<file path="src/rtl/pwmPkg.sv">
package pwmPkg;
  parameter int NUM_CH = 6;
  parameter int DATA_W = 8;
  parameter int ADDR_W = 5;
  localparam int NUM_PAIR = NUM_CH / 2;
  localparam int JOIN_W = 2 * DATA_W;

  localparam logic [ADDR_W-1:0] SEL_EN   = ADDR_W'(0);
  localparam logic [ADDR_W-1:0] SEL_POL  = ADDR_W'(1);
  localparam logic [ADDR_W-1:0] SEL_JOIN = ADDR_W'(2);
  localparam int SEL_PER_BASE  = 8;
  localparam int SEL_DUTY_BASE = 16;

  // control -> datapath strobes
  typedef struct packed {
    logic [NUM_CH-1:0]   start;    // begin a fresh period at the next edge
    logic [NUM_CH-1:0]   run;      // channel is producing its waveform
    logic [NUM_CH-1:0]   pol;      // start level per channel
    logic [NUM_PAIR-1:0] joinPair; // pair works as one wide channel
  } ctlStrobe_t;
endpackage

</file>
<file path="src/rtl/pwmCtrl.sv">
module pwmCtrl
  import pwmPkg::*;
(
  input  logic                     clk,
  input  logic                     rstN,
  input  logic                     wrEn,
  input  logic [ADDR_W-1:0]        regSel,
  input  logic [DATA_W-1:0]        wrData,
  output logic [DATA_W-1:0]        rdData,
  output logic [NUM_CH*DATA_W-1:0] perFlat,
  output logic [NUM_CH*DATA_W-1:0] dutyFlat,
  output ctlStrobe_t               ctl
);
  logic [NUM_CH-1:0]   enReg, polReg, runQ, chEn, evenMask;
  logic [NUM_PAIR-1:0] joinReg;
  logic [DATA_W-1:0]   perReg  [NUM_CH];
  logic [DATA_W-1:0]   dutyReg [NUM_CH];
  logic                joinChange;

  for (genvar p = 0; p < NUM_PAIR; p++) begin : gMask
    assign evenMask[2*p]   = joinReg[p];
    assign evenMask[2*p+1] = 1'b0;
  end

  for (genvar c = 0; c < NUM_CH; c++) begin : gFlat
    assign perFlat[c*DATA_W +: DATA_W]  = perReg[c];
    assign dutyFlat[c*DATA_W +: DATA_W] = dutyReg[c];
  end

  assign chEn       = enReg & ~evenMask;
  assign joinChange = wrEn && (regSel == SEL_JOIN) && (wrData[NUM_PAIR-1:0] != joinReg);

  always_ff @(posedge clk or negedge rstN) begin
    if (!rstN) begin
      enReg   <= '0;
      polReg  <= '0;
      joinReg <= '0;
      runQ    <= '0;
      for (int c = 0; c < NUM_CH; c++) begin
        perReg[c]  <= '0;
        dutyReg[c] <= '0;
      end
    end else begin
      runQ <= joinChange ? '0 : chEn;
      if (wrEn) begin
        if (regSel == SEL_EN)   enReg   <= wrData[NUM_CH-1:0];
        if (regSel == SEL_POL)  polReg  <= wrData[NUM_CH-1:0];
        if (regSel == SEL_JOIN) joinReg <= wrData[NUM_PAIR-1:0];
        for (int c = 0; c < NUM_CH; c++) begin
          if (regSel == ADDR_W'(SEL_PER_BASE + c))  perReg[c]  <= wrData;
          if (regSel == ADDR_W'(SEL_DUTY_BASE + c)) dutyReg[c] <= wrData;
        end
      end
    end
  end

  always_comb begin
    rdData = '0;
    if (regSel == SEL_EN)   rdData[NUM_CH-1:0]   = enReg;
    if (regSel == SEL_POL)  rdData[NUM_CH-1:0]   = polReg;
    if (regSel == SEL_JOIN) rdData[NUM_PAIR-1:0] = joinReg;
    for (int c = 0; c < NUM_CH; c++) begin
      if (regSel == ADDR_W'(SEL_PER_BASE + c))  rdData = perReg[c];
      if (regSel == ADDR_W'(SEL_DUTY_BASE + c)) rdData = dutyReg[c];
    end
  end

  assign ctl.start    = chEn & ~runQ;
  assign ctl.run      = chEn & runQ;
  assign ctl.pol      = polReg;
  assign ctl.joinPair = joinReg;
endmodule

</file>
<file path="src/rtl/pwmDatapath.sv">
module pwmDatapath
  import pwmPkg::*;
(
  input  logic                     clk,
  input  logic                     rstN,
  input  ctlStrobe_t               ctl,
  input  logic [NUM_CH*DATA_W-1:0] perFlat,
  input  logic [NUM_CH*DATA_W-1:0] dutyFlat,
  output logic [NUM_CH-1:0]        pwmOut
);
  for (genvar p = 0; p < NUM_PAIR; p++) begin : gPair
    localparam int EV = 2 * p;
    localparam int OD = 2 * p + 1;

    logic [DATA_W-1:0] cntE, cntO, perE, perO, dutyE, dutyO;
    logic [DATA_W-1:0] perEIn, perOIn, dutyEIn, dutyOIn;
    logic [JOIN_W-1:0] cntJ, perJ, dutyJ;
    logic              wrapE, wrapO, wrapJ, ltE, ltO, ltJ, joined;

    assign perEIn  = perFlat[EV*DATA_W +: DATA_W];
    assign perOIn  = perFlat[OD*DATA_W +: DATA_W];
    assign dutyEIn = dutyFlat[EV*DATA_W +: DATA_W];
    assign dutyOIn = dutyFlat[OD*DATA_W +: DATA_W];

    assign joined = ctl.joinPair[p];
    assign cntJ   = {cntE, cntO};
    assign perJ   = {perE, perO};
    assign dutyJ  = {dutyE, dutyO};

    // a period of zero wraps at the full count
    assign wrapE = (cntE == perE - 1'b1);
    assign wrapO = (cntO == perO - 1'b1);
    assign wrapJ = (cntJ == perJ - 1'b1);
    assign ltE   = (cntE < dutyE);
    assign ltO   = (cntO < dutyO);
    assign ltJ   = (cntJ < dutyJ);

    always_ff @(posedge clk or negedge rstN) begin
      if (!rstN) begin
        cntE <= '0; cntO <= '0;
        perE <= '0; perO <= '0; dutyE <= '0; dutyO <= '0;
      end else if (joined) begin
        if (ctl.start[OD] || (ctl.run[OD] && wrapJ)) begin
          cntE  <= '0;      cntO  <= '0;
          perE  <= perEIn;  perO  <= perOIn;
          dutyE <= dutyEIn; dutyO <= dutyOIn;
        end else if (!ctl.run[OD]) begin
          cntE <= '0; cntO <= '0;
        end else begin
          {cntE, cntO} <= cntJ + 1'b1;
        end
      end else begin
        if (ctl.start[EV] || (ctl.run[EV] && wrapE)) begin
          cntE <= '0; perE <= perEIn; dutyE <= dutyEIn;
        end else if (!ctl.run[EV]) begin
          cntE <= '0;
        end else begin
          cntE <= cntE + 1'b1;
        end
        if (ctl.start[OD] || (ctl.run[OD] && wrapO)) begin
          cntO <= '0; perO <= perOIn; dutyO <= dutyOIn;
        end else if (!ctl.run[OD]) begin
          cntO <= '0;
        end else begin
          cntO <= cntO + 1'b1;
        end
      end
    end

    logic ltSel;
    assign ltSel      = joined ? ltJ : ltO;
    assign pwmOut[EV] = !joined && ctl.run[EV] && (ctl.pol[EV] ? ltE : !ltE);
    assign pwmOut[OD] = ctl.run[OD] && (ctl.pol[OD] ? ltSel : !ltSel);
  end
endmodule

</file>
<file path="src/rtl/pwmMulti.sv">
module pwmMulti
  import pwmPkg::*;
(
  input  logic              clk,
  input  logic              rstN,
  input  logic              wrEn,
  input  logic [ADDR_W-1:0] regSel,
  input  logic [DATA_W-1:0] wrData,
  output logic [DATA_W-1:0] rdData,
  output logic [NUM_CH-1:0] pwmOut
);
  ctlStrobe_t               ctl;
  logic [NUM_CH*DATA_W-1:0] perFlat, dutyFlat;

  pwmCtrl uCtrl (
    .clk      (clk),
    .rstN     (rstN),
    .wrEn     (wrEn),
    .regSel   (regSel),
    .wrData   (wrData),
    .rdData   (rdData),
    .perFlat  (perFlat),
    .dutyFlat (dutyFlat),
    .ctl      (ctl)
  );

  pwmDatapath uDp (
    .clk      (clk),
    .rstN     (rstN),
    .ctl      (ctl),
    .perFlat  (perFlat),
    .dutyFlat (dutyFlat),
    .pwmOut   (pwmOut)
  );
endmodule

</file>
<file path="config.mk">
export PLATFORM = sky130hd
export DESIGN_NAME = pwmMulti
export DESIGN_NICKNAME = d
export VERILOG_FILES = /design/src/rtl/pwmPkg.sv /design/src/rtl/pwmCtrl.sv /design/src/rtl/pwmDatapath.sv /design/src/rtl/pwmMulti.sv
export SDC_FILE = /design/constraint.sdc
export NUM_CORES = 1
export LEC_CHECK = 0
export ABC_AREA = 1
export CAP_MARGIN = 20
export CORE_AREA = 2 2 220 222
export CTS_CLUSTER_DIAMETER = 120
export CTS_CLUSTER_SIZE = 12
export DETAILED_ROUTE_END_ITERATION = 8
export DIE_AREA = 0 0 222 224
export PLACE_DENSITY_LB_ADDON = 0.1
export REMOVE_ABC_BUFFERS = 1
export SETUP_SLACK_MARGIN = 0.15
export SLEW_MARGIN = 30
export SYNTH_ARGS = -nofsm -noshare
export SYNTH_HDL_FRONTEND = slang
export SYNTH_SLANG_ARGS = --single-unit
</file>
<file path="constraint.sdc">
create_clock -name clk -period 2.2 [get_ports clk]
set_clock_uncertainty 0.05 [all_clocks]
set_input_delay 0.22 -clock clk [delete_from_list [all_inputs] [get_ports clk]]
set_output_delay 0.22 -clock clk [all_outputs]
set_load 0.02 [all_outputs]
</file>
==> key figures, run 1 <==
Run status
  – Status: finished with violations
  – Violated checks: negative setup slack

Final layout
  – Area Growth Syn to Fin: 40.49%
  – Nets: 2498
  – Fin cells: slightly above 3000
  – Design area: roughly 0.022 mm²
  – Ant. Diodes: 0
  – Layout cells sized above 1: 0.3150
  – Fillers: 4744

Clock network
  – CTS HTree Levels: 1
  – CTS tree: done
  – Clock tree buffer depth: 3
  – Clock root cell: clkbuf_16
  – Cts bufs inserted: 25
  – Clk sink count: 261
  – Clk pin slew, worst setup/hold paths: 0.07 ns
  – Worst-skew pair later-pin latency: 0.54 ns

Timing
  – Final Hold Slack: 0.1274 ns
  – Final setup violation count: 150
  – Max Slew Vio Count: 0
  – Worst setup margin: -0.4578 ns
  – Final Cycle Share: 1.208
  – RSZ-0062 raised after global routing: true
  – Final setup TNS: -14.62 ns
  – Rel. slew slack: 0.5136
  – Final Hold Fails: 0
  – F_max: 0.3763 GHz
  – Slew of the pin with the lowest slew margin: 0.7269 ns
  – Fin crit period: approximately 2.7 ns

Route
  – Detailed-route via count: 14813
  – Wire length per cell: roughly 17 µm
  – Detailed Route Iter0 Violations: 1136
  – Post-Route WL: 52110 µm
  – Vias per cell: between 4 and 5
  – Detailed Routing Iterations Pass 1: 5
  – Final ANT Viol Nets: 0
  – Residual DRC count: 0

Global routing
  – First-pass GRT wire length: 82560 µm
  – Overflow after GRT: 0
  – Number of global-route vias before repair: 14653
  – Tot GR Track Use: 0.2109
  – Largest net degree at the start of global routing: 68
  – Initial antenna violation count: 2

Floorplan
  – Num ports: 30
  – Die width: 222 µm
  – Die height: 224 µm
  – Core Region: approximately 0.047 mm²
  – Site Rows: 80
  – Initial Utilization: 0.3266
  – Die area: 0.04973 mm²

Placed design
  – PortBufs: 29
  – GP Congestion: 0.8818
  – Cells after DPL: slightly below 3000
  – Hpwl dp: 38730 µm
  – Post-DP Area: roughly 0.019 mm²

Synth
  – Mapped Area: about 0.015 mm²
  – EDFF count, synth: 0
  – Synth cell types: 45
  – Post-synth top cells: nand2_1 (620), dfrtp_1 (261), inv_1 (224)
  – YS warnings: 0
  – Avg Inst Size Synth: between 7 and 8 µm²
  – Most instantiated library cell after synthesis: nand2_1
  – Post-synthesis sequential area ratio: 0.4223
  – Synth Instances: 2059
  – Synth Flop Type: dfrtp_1
  – Largest cells by area after synthesis: dfrtp_1 (42%), nand2_1 (15%), o21ai_0 (6.1%), inv_1 (5.4%), ha_1 (4.9%)
  – Synth top area share: 0.4223
  – Most area-hungry cell type in the Yosys netlist: dfrtp_1
  – Flop and latch count out of synthesis: 261
  – Ys async rst share: 1.000

Run
  – Total of max-cap violations: 0

Worst setup path
  – Critical path type: reg -> out
  – R2r endpoint: uDp.gPair[2].dutyO[2]$_DFFE_PN0P_
  – R2R Setup Slk: -0.16 ns
  – Crit start category: flip-flop
  – CP Capture Type: primary output
  – Arrival time worst endpoint: 2.39 ns
  – WP data required: 1.93 ns
  – Worst reg2reg path depth: 17
  – CP max FO: 3
  – FF-to-FF Start: uDp.gPair[2].perO[0]$_DFFE_PN0P_

Power
  – Leak Pwr: roughly 11 nW
  – Total power: ~22 mW
  – Worst vdd ir: 0.5230 mV
  – PwrDens: around 1000 mW/mm²

Worst hold path
  – Hold Path Class: in -> async
## worst max-delay path, stage by stage, from the launching register on
cell       delay [ns]
dfrtp_1          0.42
ha_4             0.29
nand4_1          0.15
nor2_2           0.18
buf_4            0.14
nand3_2          0.09
o2bb2ai_1        0.18
nand3_2          0.09
nand2_1          0.05
nor2_2           0.12
buf_6            0.13
## per-stage QoR
| stage | utilization | setup WS, ns |
|---|---|---|
| global route | 0.4589 | -0.6284 |
| finish | 0.4589 | -0.4578 |
| CTS | 0.4444 | -0.5801 |
| global placement | 0.3919 | -0.7789 |
| floorplan | - | -0.1613 |
| detailed placement | 0.3919 | -0.8163 |
## worst max-delay path by stage
| stage | startpoint | end | cells after the start |
|---|---|---|---|
| after global placement | regSel[0] | rdData[3] | 10 |
| after detailed placement | regSel[0] | rdData[2] | 10 |
| after global routing | uDp.gPair[0].cntE[6]$_DFF_PN0_ | pwmOut[1] | 11 |
| final | uDp.gPair[2].cntE[7]$_DFF_PN0_ | pwmOut[5] | 10 |
| after CTS | uDp.gPair[0].cntO[1]$_DFF_PN0_ | pwmOut[1] | 12 |
| after floorplan | uDp.gPair[0].perO[0]$_DFFE_PN0P_ | uDp.gPair[0].dutyO[0]$_DFFE_PN0P_ | 17 |
## power breakdown
group          internal, mW  total, mW  leakage [nW]  switching (mW)
combinational          5.11       11.2          6.74            6.10
sequential             5.95       7.17          3.45            1.22
clock                  2.04       3.87         0.316            1.83
## logic make-up (layout without fill, tap and decap cells)
group	Yosys count	count (layout)	share of synthesized area
adder cells (fa/ha/maj)	60	60	0.04854
AO/OA/AOI/OAI	269	269	0.09207
buffers and inverters	276	631	0.07225
flip-flops	261	261	0.4223
XOR/XNOR	85	85	0.04992
AND/OR/NAND/NOR	1108	1116	0.3149
## layout make-up
type / instances / area [µm²] / share of cell area
multi-input cells: 1530 / 9448 / 0.4348
flip-flops and latches: 261 / 6535 / 0.3008
repair buffers: 377 / 3477 / 0.1600
inverters: 227 / 854.6 / 0.03933
well taps: 615 / 769.5 / 0.03542
clock buffers: 27 / 643.1 / 0.02960
## repair_timing
| item | 4_1_cts | 5_1_grt |
|---|---|---|
| resized for setup | 431 | 131 |
| hold endpoints to repair | 139 | 0 |
| setup endpoints to repair | 158 | 158 |
| hold buffers | 1 | 0 |
| buffers inserted | 44 | 22 |
| pin swaps | 151 | 110 |
| gates cloned | 14 | 0 |
## sequential cells by signal, indices dropped and copies added (netlist names), 24 cells and up
| register | flops |
|---|---|
| uCtrl.dutyFlat | 48 |
| uCtrl.perFlat | 48 |
| uDp.gPair.cntE | 24 |
| uDp.gPair.cntO | 24 |
| uDp.gPair.dutyE | 24 |
| uDp.gPair.dutyO | 24 |
| uDp.gPair.perE | 24 |
| uDp.gPair.perO | 24 |
## cells in the final DEF, fill, tap and decap left out, drive strengths merged, types with 55 or more instances in the layout
master  netlist  routed
nand2       651     657
buf          22     361
dfrtp       261     261
inv         227     227
nor2        193     193
o21ai       190     190
nand3       153     155
ha           60      60
nand4        56      56
xor2         55      55
## routing by layer
layer	up-vias	track usage	routed length [µm]
li1	7399	-	-
met1	7103	0.3045	25290
met2	256	0.3437	24170
met3	53	0.02492	1821
met4	2	0.03618	820
met5	-	0	12
Note: power is estimated with default switching activity, not from simulation.
==> run 2: changes to the inputs <==
--- a/config.mk
+++ b/config.mk
@@ -7,15 +7,17 @@
 export LEC_CHECK = 0
 export ABC_AREA = 1
 export CAP_MARGIN = 20
-export CORE_AREA = 2 2 220 222
+export CORE_AREA = 2 2 222 224
 export CTS_CLUSTER_DIAMETER = 120
 export CTS_CLUSTER_SIZE = 12
 export DETAILED_ROUTE_END_ITERATION = 8
-export DIE_AREA = 0 0 222 224
+export DIE_AREA = 0 0 224 226
+export GPL_ROUTABILITY_DRIVEN = 1
 export PLACE_DENSITY_LB_ADDON = 0.1
 export REMOVE_ABC_BUFFERS = 1
 export SETUP_SLACK_MARGIN = 0.15
 export SLEW_MARGIN = 30
 export SYNTH_ARGS = -nofsm -noshare
 export SYNTH_HDL_FRONTEND = slang
+export SYNTH_HIERARCHICAL = 1
 export SYNTH_SLANG_ARGS = --single-unit
==> key figures, run 2 <==
Worst setup path
  – CP max FO: 2 (-1)
  – Critical path type: reg -> out
  – WP data required: 1.93 ns (about the same)
  – Arrival time worst endpoint: 2.36 ns (-0.03 ns)
  – CP Capture Type: primary output
  – Crit start category: flip-flop

Global routing
  – Initial antenna violation count: 1 (-1)
  – Overflow after GRT: 0 (unchanged)
  – First-pass GRT wire length: 83430 µm (+1.1%)
  – Tot GR Track Use: 0.2096 (-0.001341)
  – Largest net degree at the start of global routing: 64 (-5.9%)
  – Number of global-route vias before repair: 14965 (+2.1%)

Synth
  – Synth Flop Type: dfrtp_1
  – YS warnings: 6 (+6)
  – Post-synth top cells: nand2_1 (668), dfrtp_1 (261), inv_1 (228)
  – Flop and latch count out of synthesis: 261 (unchanged)
  – Most instantiated library cell after synthesis: nand2_1
  – Synth Instances: 2125 (+3.2%)
  – Synth top area share: 0.4154 (-0.006956)
  – Mapped Area: 0.01572 mm² (+1.7%)
  – Most area-hungry cell type in the Yosys netlist: dfrtp_1
  – Avg Inst Size Synth: 7.399 µm² (-1.5%)
  – Synth cell types: 49 (+8.9%)
  – Largest cells by area after synthesis: dfrtp_1 (42%), nand2_1 (16%), nand3_1 (6.0%), inv_1 (5.4%), ha_1 (5.0%)
  – Post-synthesis sequential area ratio: 0.4154 (-0.006956)
  – Ys async rst share: 1.000 (unchanged)
  – EDFF count, synth: 0 (unchanged)

Placed design
  – Hpwl dp: 38460 µm (-0.68%)
  – PortBufs: 29 (unchanged)
  – Cells after DPL: 2987 (+2.0%)
  – GP Congestion: 0.8322 (-5.6%)
  – Post-DP Area: 0.01858 mm² (+0.15%)

Final layout
  – Area occupied by multi-input gates: 0.009833 mm² (+4.1%)
  – Fillers: 4938 (+4.1%)
  – Layout cells sized above 1: 0.3141 (-0.0009055)
  – Nets: 2543 (+1.8%)
  – Design area: 0.02187 mm² (+0.64%)
  – Final Util: 0.4523 (-0.006568)
  – Most frequent cells in the layout: nand2_1 (586), buf_4 (268), dfrtp_1 (252), inv_1 (203), nor2_1 (155)
  – Most common cell after layout, fill and taps aside: nand2_1
  – Area Growth Syn to Fin: 39.07%
  – Reg area: 0.006543 mm² (+0.11%)
  – Fin cells: 3087 (+1.6%)

Timing
  – Final Hold Fails: 0 (unchanged)
  – RSZ-0062 raised after global routing: true
  – Final Hold Slack: 0.1546 ns (+0.02721 ns)
  – F_max: 0.3809 GHz (+1.2%)
  – Final setup TNS: -16.19 ns (-1.566 ns)
  – Final setup violation count: 152 (+1.3%)
  – Max Slew Vio Count: 0 (unchanged)
  – Rel. slew slack: 0.5572 (+0.04356)
  – Slew of the pin with the lowest slew margin: 0.6635 ns (-0.06339 ns)
  – Fin crit period: 2.626 ns (-0.03216 ns)
  – Final Cycle Share: 1.193 (-0.01462)
  – Worst setup margin: -0.4256 ns (+0.03216 ns)

Floorplan
  – Die area: 0.05062 mm² (+1.8%)
  – Num ports: 30 (unchanged)
  – Die height: 226 µm (+0.89%)
  – Site Rows: 81 (+1.3%)
  – Die width: 224 µm (+0.90%)
  – Initial Utilization: 0.3253 (-0.001380)
  – Core Region: 0.04834 mm² (+2.1%)

Worst hold path
  – Hold Path Class: in -> async

Clock network
  – Clock tree buffer depth: 3 (unchanged)
  – Clock root cell: clkbuf_16
  – Clk pin slew, worst setup/hold paths: 0.07 ns (about the same)
  – Clk sink count: 261 (unchanged)
  – Cts bufs inserted: 25 (unchanged)
  – CTS tree: done
  – Worst-skew pair later-pin latency: 0.56 ns (+0.02 ns)
  – CTS HTree Levels: 1 (unchanged)

Route
  – Detailed Route Iter0 Violations: 937 (-18%)
  – Final ANT Viol Nets: 0 (unchanged)
  – Residual DRC count: 0 (unchanged)
  – Post-Route WL: 52380 µm (+0.51%)
  – Detailed-route via count: 14822 (+0.061%)
  – Detailed Routing Iterations Pass 1: 5 (unchanged)
  – Vias per cell: 4.801 (-1.6%)
  – Wire length per cell: 16.97 µm (-1.1%)

Run status
  – Violated checks: negative setup slack
  – Status: finished with violations

Power
  – Leak Pwr: 10.68 nW (+1.7%)
  – PwrDens: 1028 mW/mm² (+0.39%)
  – Worst vdd ir: 0.5818 mV (+11%)

Run
  – Total of max-cap violations: 0 (unchanged)
==> run 2: changes by cell type after synthesis, moves of 10 or more <==
cell / before / now
buf_2: 10 / 21
clkbuf_1: 27 / 15
nand2_1: 620 / 668
nand3_1: 147 / 190
nand4_1: 55 / 33
nor2_1: 179 / 200
nor2_4: 3 / 13
nor3_1: 28 / 18
o21ai_0: 188 / 153
xor2_1: 55 / 40
==> run 2: logic make-up after synthesis <==
| logic type | Yosys count | synth area share |
|---|---|---|
| simple gates | 1189 | 0.3307 |
| buf+inv | 284 | 0.07448 |
| flops | 261 | 0.4154 |
| compound gates | 249 | 0.08506 |
| xor+xnor | 77 | 0.04289 |
| fa+ha+maj | 63 | 0.05013 |
| mux | 2 | 0.001353 |
==> run 2: final cells by class <==
type / instances / share of cell area
multi-input combinational: 1588 / 0.4497
sequential: 261 / 0.2992
timing repair buffer: 352 / 0.1439
inverter: 236 / 0.04177
tap: 622 / 0.03559
clock buffer: 25 / 0.02861
clock inverter: 2 / 0.001144
antenna: 1 / 0.0001144
==> run 2: repair_timing <==
action                                  CTS  global route
hold endpoints to repair                 56             0
pin swaps                               143           136
resized for setup                       367           219
endpoints found under the setup margin  158           158
hold buffers                              1             0
gates cloned                             13             1
setup buffers                            35            22
==> run 2: stage by stage <==
step	power, mW	worst slack [ns]
5_1_grt	24.38	-0.5789
3_3_place_gp	16.17	-0.8190
2_1_floorplan	12.62	0.03671
3_5_place_dp	16.27	-0.8417
6_report	22.47	-0.4256
4_1_cts	21.80	-0.5297
==> run 2: critical path, stage by stage (launching register included) <==
cell and delay, ns:
dfrtp_1 0.39, inv_2 0.08, ha_4 0.20, nand2_2 0.06, nand2_1 0.04, a31oi_1 0.16
o211ai_1 0.16, buf_4 0.18, o21ai_4 0.19, nand3_2 0.09, nand2_2 0.08, nor2_4 0.05
buf_6 0.13
==> run 2: routing by layer <==
| metal | vias up | share of wire | GRT usage |
|---|---|---|---|
| met1 | 7043 | 0.48 | 0.2965 |
| met2 | 198 | 0.47 | 0.3453 |
| li1 | 7516 | - | - |
| met3 | 65 | 0.027 | 0.02199 |
| met4 | 0 | 0.022 | 0.04645 |
| met5 | - | 0 | 0 |
==> run 2: where the power goes <==
group	switching [mW]	leakage, nW	total, mW	internal, mW
Sequential	1.31	3.44	7.29	5.97
Combinational	6.23	6.92	11.3	5.05
Clock	1.88	0.322	3.90	2.02
==> run 2: worst paths after layout <==
check | slack [ns] | from | depth (start not counted) | to
max | -0.43 | uDp/gPair[1].dutyE[5]$_DFFE_PN0P_ | 12 | pwmOut[3]
min | 0.15 | rstN | 2 | uDp/gPair[0].cntE[3]$_DFF_PN0_
max reg2reg | -0.19 | uDp/gPair[1].cntE[2]$_DFF_PN0_ | 18 | uDp/gPair[1].perO[6]$_DFFE_PN0P_
min reg2reg | 0.46 | uDp/gPair[1].dutyO[6]$_DFFE_PN0P_ | 2 | uDp/gPair[1].dutyO[6]$_DFFE_PN0P_
max in group asynchronous | 1.22 | rstN | 3 | uCtrl/dutyFlat[1]$_DFFE_PN0P_
min in group clk | 0.25 | wrData[0] | 3 | uCtrl/joinReg[0]$_DFFE_PN0P_
==> run 3: changes to the inputs <==
--- a/config.mk
+++ b/config.mk
@@ -12,6 +12,7 @@
 export CTS_CLUSTER_SIZE = 12
 export DETAILED_ROUTE_END_ITERATION = 8
 export DIE_AREA = 0 0 224 226
+export DONT_BUFFER_PORTS = 1
 export GPL_ROUTABILITY_DRIVEN = 1
 export PLACE_DENSITY_LB_ADDON = 0.1
 export REMOVE_ABC_BUFFERS = 1
==> key figures, run 3 (synthesized netlist as in run 2, its figures left out) <==
Final layout
  – Layout cells sized above 1: 0.3034 (-0.01068)
  – Ant. Diodes: 0 (-1)
  – Final Util: 0.4336 (-0.01871)
  – Design area: 0.02096 mm² (-4.1%)
  – Most frequent cells in the layout: nand2_1 (548), dfrtp_1 (242), inv_1 (203), buf_4 (177), nor2_1 (146)
  – Fillers: 4854 (-1.7%)
  – Area Growth Syn to Fin: 33.32%
  – Nets: 2432 (-4.4%)
  – Most common cell after layout, fill and taps aside: nand2_1

Clock network
  – Clk pin slew, worst setup/hold paths: 0.07 ns (about the same)
  – Cts bufs inserted: 25 (unchanged)
  – Clock tree buffer depth: 3 (unchanged)
  – Clock root cell: clkbuf_16
  – Worst-skew pair later-pin latency: 0.55 ns (about the same)
  – CTS HTree Levels: 1 (unchanged)
  – Hold buffers post-CTS: 6 (+5)
  – Clk sink count: 261 (unchanged)
  – CTS tree: done

Worst setup path
  – R2r endpoint: uDp/gPair[2].perE[3]$_DFFE_PN0P_
  – WP data required: 1.93 ns (about the same)
  – Worst reg2reg path depth: 18 (unchanged)
  – CP Capture Type: primary output
  – R2R Setup Slk: -0.07 ns (+0.12 ns)
  – Arrival time worst endpoint: 2.35 ns (about the same)
  – Critical path type: reg -> out
  – CP max FO: 2 (unchanged)
  – FF-to-FF Start: uDp/gPair[2].perO[1]$_DFFE_PN0P_
  – Crit start category: flip-flop

Timing
  – Fin crit period: 2.621 ns (-0.005044 ns)
  – Slew of the pin with the lowest slew margin: 0.7172 ns (+0.05371 ns)
  – Final setup TNS: -4.333 ns (+11.85 ns)
  – Max Slew Vio Count: 0 (unchanged)
  – Final Hold Fails: 261 (+261)
  – Rel. slew slack: 0.5213 (-0.03584)
  – Final Hold Slack: -0.6802 ns (-0.8348 ns)
  – Worst setup margin: -0.4206 ns (+0.005044 ns)
  – Final setup violation count: 44 (-71%)
  – RSZ-0062 raised after global routing: true
  – F_max: 0.3816 GHz (+0.19%)
  – Final Cycle Share: 1.191 (-0.002293)

Power
  – Leak Pwr: 10.15 nW (-4.9%)
  – PwrDens: 1066 mW/mm² (+3.7%)
  – Worst vdd ir: 0.6277 mV (+7.9%)

Global routing
  – Tot GR Track Use: 0.2042 (-0.005383)
  – Overflow after GRT: 0 (unchanged)
  – Initial antenna violation count: 0 (-1)
  – Largest net degree at the start of global routing: 262 (+310%)
  – First-pass GRT wire length: 81610 µm (-2.2%)
  – Number of global-route vias before repair: 14347 (-4.1%)

Floorplan
  – Die height: 226 µm (unchanged)
  – Die area: 0.05062 mm² (unchanged)
  – Initial Utilization: 0.3253 (unchanged)
  – Num ports: 30 (unchanged)
  – Core Region: 0.04834 mm² (unchanged)
  – Die width: 224 µm (unchanged)
  – Site Rows: 81 (unchanged)

Placed design
  – Hpwl dp: 36050 µm (-6.3%)
  – PortBufs: 0 (-100%)
  – GP Congestion: 0.8180 (-1.7%)
  – Post-DP Area: 0.01754 mm² (-5.6%)
  – Worst slack at placement: -0.2502 ns (+0.5915 ns)

Route
  – Detailed Route Iter0 Violations: 761 (-19%)
  – Residual DRC count: 0 (unchanged)
  – Post-Route WL: 51300 µm (-2.1%)
  – Vias per cell: 4.895 (+2.0%)
  – Final ANT Viol Nets: 0 (unchanged)
  – Detailed-route via count: 14563 (-1.7%)
  – Detailed Routing Iterations Pass 1: 7 (+2)
  – Wire length per cell: 17.24 µm (+1.6%)

Run status
  – Status: finished with violations
  – Violated checks: negative hold slack, negative setup slack

Worst hold path
  – Hold Path Class: in -> async

Run
  – Total of max-cap violations: 0 (unchanged)
run 3: changes by cell type in the layout (fill, tap and decap cells not counted), sizes merged, moves of 2 or more:
cell	previous run	this run
clkbuf	29	27
dlygate4sd3	1	6
buf	336	233
nand2	702	704
clkdlybuf4s50	9	0
dlygate4sd2	2	0
inv	237	235
run 3: layer usage:
metal	global-route usage	part of all wire
met4	0.03699	0.014
met2	0.3423	0.47
met1	0.2812	0.48
met5	0	0
met3	0.03110	0.038
run 3: worst max-delay path, stage by stage, from the launching register on:
cell,delay (ns)
dfrtp_2,0.45
ha_4,0.27
nand4_1,0.13
o211ai_1,0.31
o21bai_4,0.20
o21ai_2,0.07
a21oi_2,0.12
buf_4,0.14
buf_6,0.11
run 3: timing repair:
item | 4_1_cts | 5_1_grt
hold endpoints to repair | 320 | 261
buffers inserted | 42 | 17
resized for setup | 360 | 191
pin swaps | 172 | 125
cloned | 12 | 1
endpoints found under the setup margin | 158 | 158
run 3: worst max-delay path by stage:
stage	startpoint	end	slack [ns]	depth (start not counted)
2_1_floorplan	uDp/gPair[1].perO[0]$_DFFE_PN0P_	uDp/gPair[1].cntO[0]$_DFF_PN0_	0.04	13
3_3_place_gp	uDp/gPair[1].perO[0]$_DFFE_PN0P_	uDp/gPair[1].cntO[1]$_DFF_PN0_	-0.12	14
3_5_place_dp	uDp/gPair[1].perO[0]$_DFFE_PN0P_	uDp/gPair[1].cntO[3]$_DFF_PN0_	-0.25	14
4_1_cts	uDp/gPair[0].dutyO[1]$_DFFE_PN0P_	pwmOut[1]	-0.48	12
5_1_grt	uDp/gPair[1].cntE[5]$_DFF_PN0_	pwmOut[2]	-0.56	10
6_report	uDp/gPair[1].cntE[4]$_DFF_PN0_	pwmOut[2]	-0.42	8
run 3: power by group:
group,leakage [nW],total (mW),switching [mW],internal (mW)
sequential,3.42,7.36,1.38,5.97
combinational,6.42,11.0,6.14,4.90
clock,0.316,3.95,1.91,2.04
total,10.2,22.3,9.43,12.9
run 3: through the flow:
step                      total power [mW]  std cells
after global routing                 24.15       2975
after detailed placement             15.71       2870
final                                22.34       2975
after floorplan                      12.62       2077
after CTS                            21.48       2957
after global placement               15.63       2870
run 3: cell type report:
class	instances	area, µm²	area share
multi-input combinational	1590	9977	0.4759
sequential	261	6555	0.3127
timing repair buffer	239	2105	0.1004
inverter	236	904.6	0.04315
tap	622	778.2	0.03713
clock buffer	27	643.1	0.03068
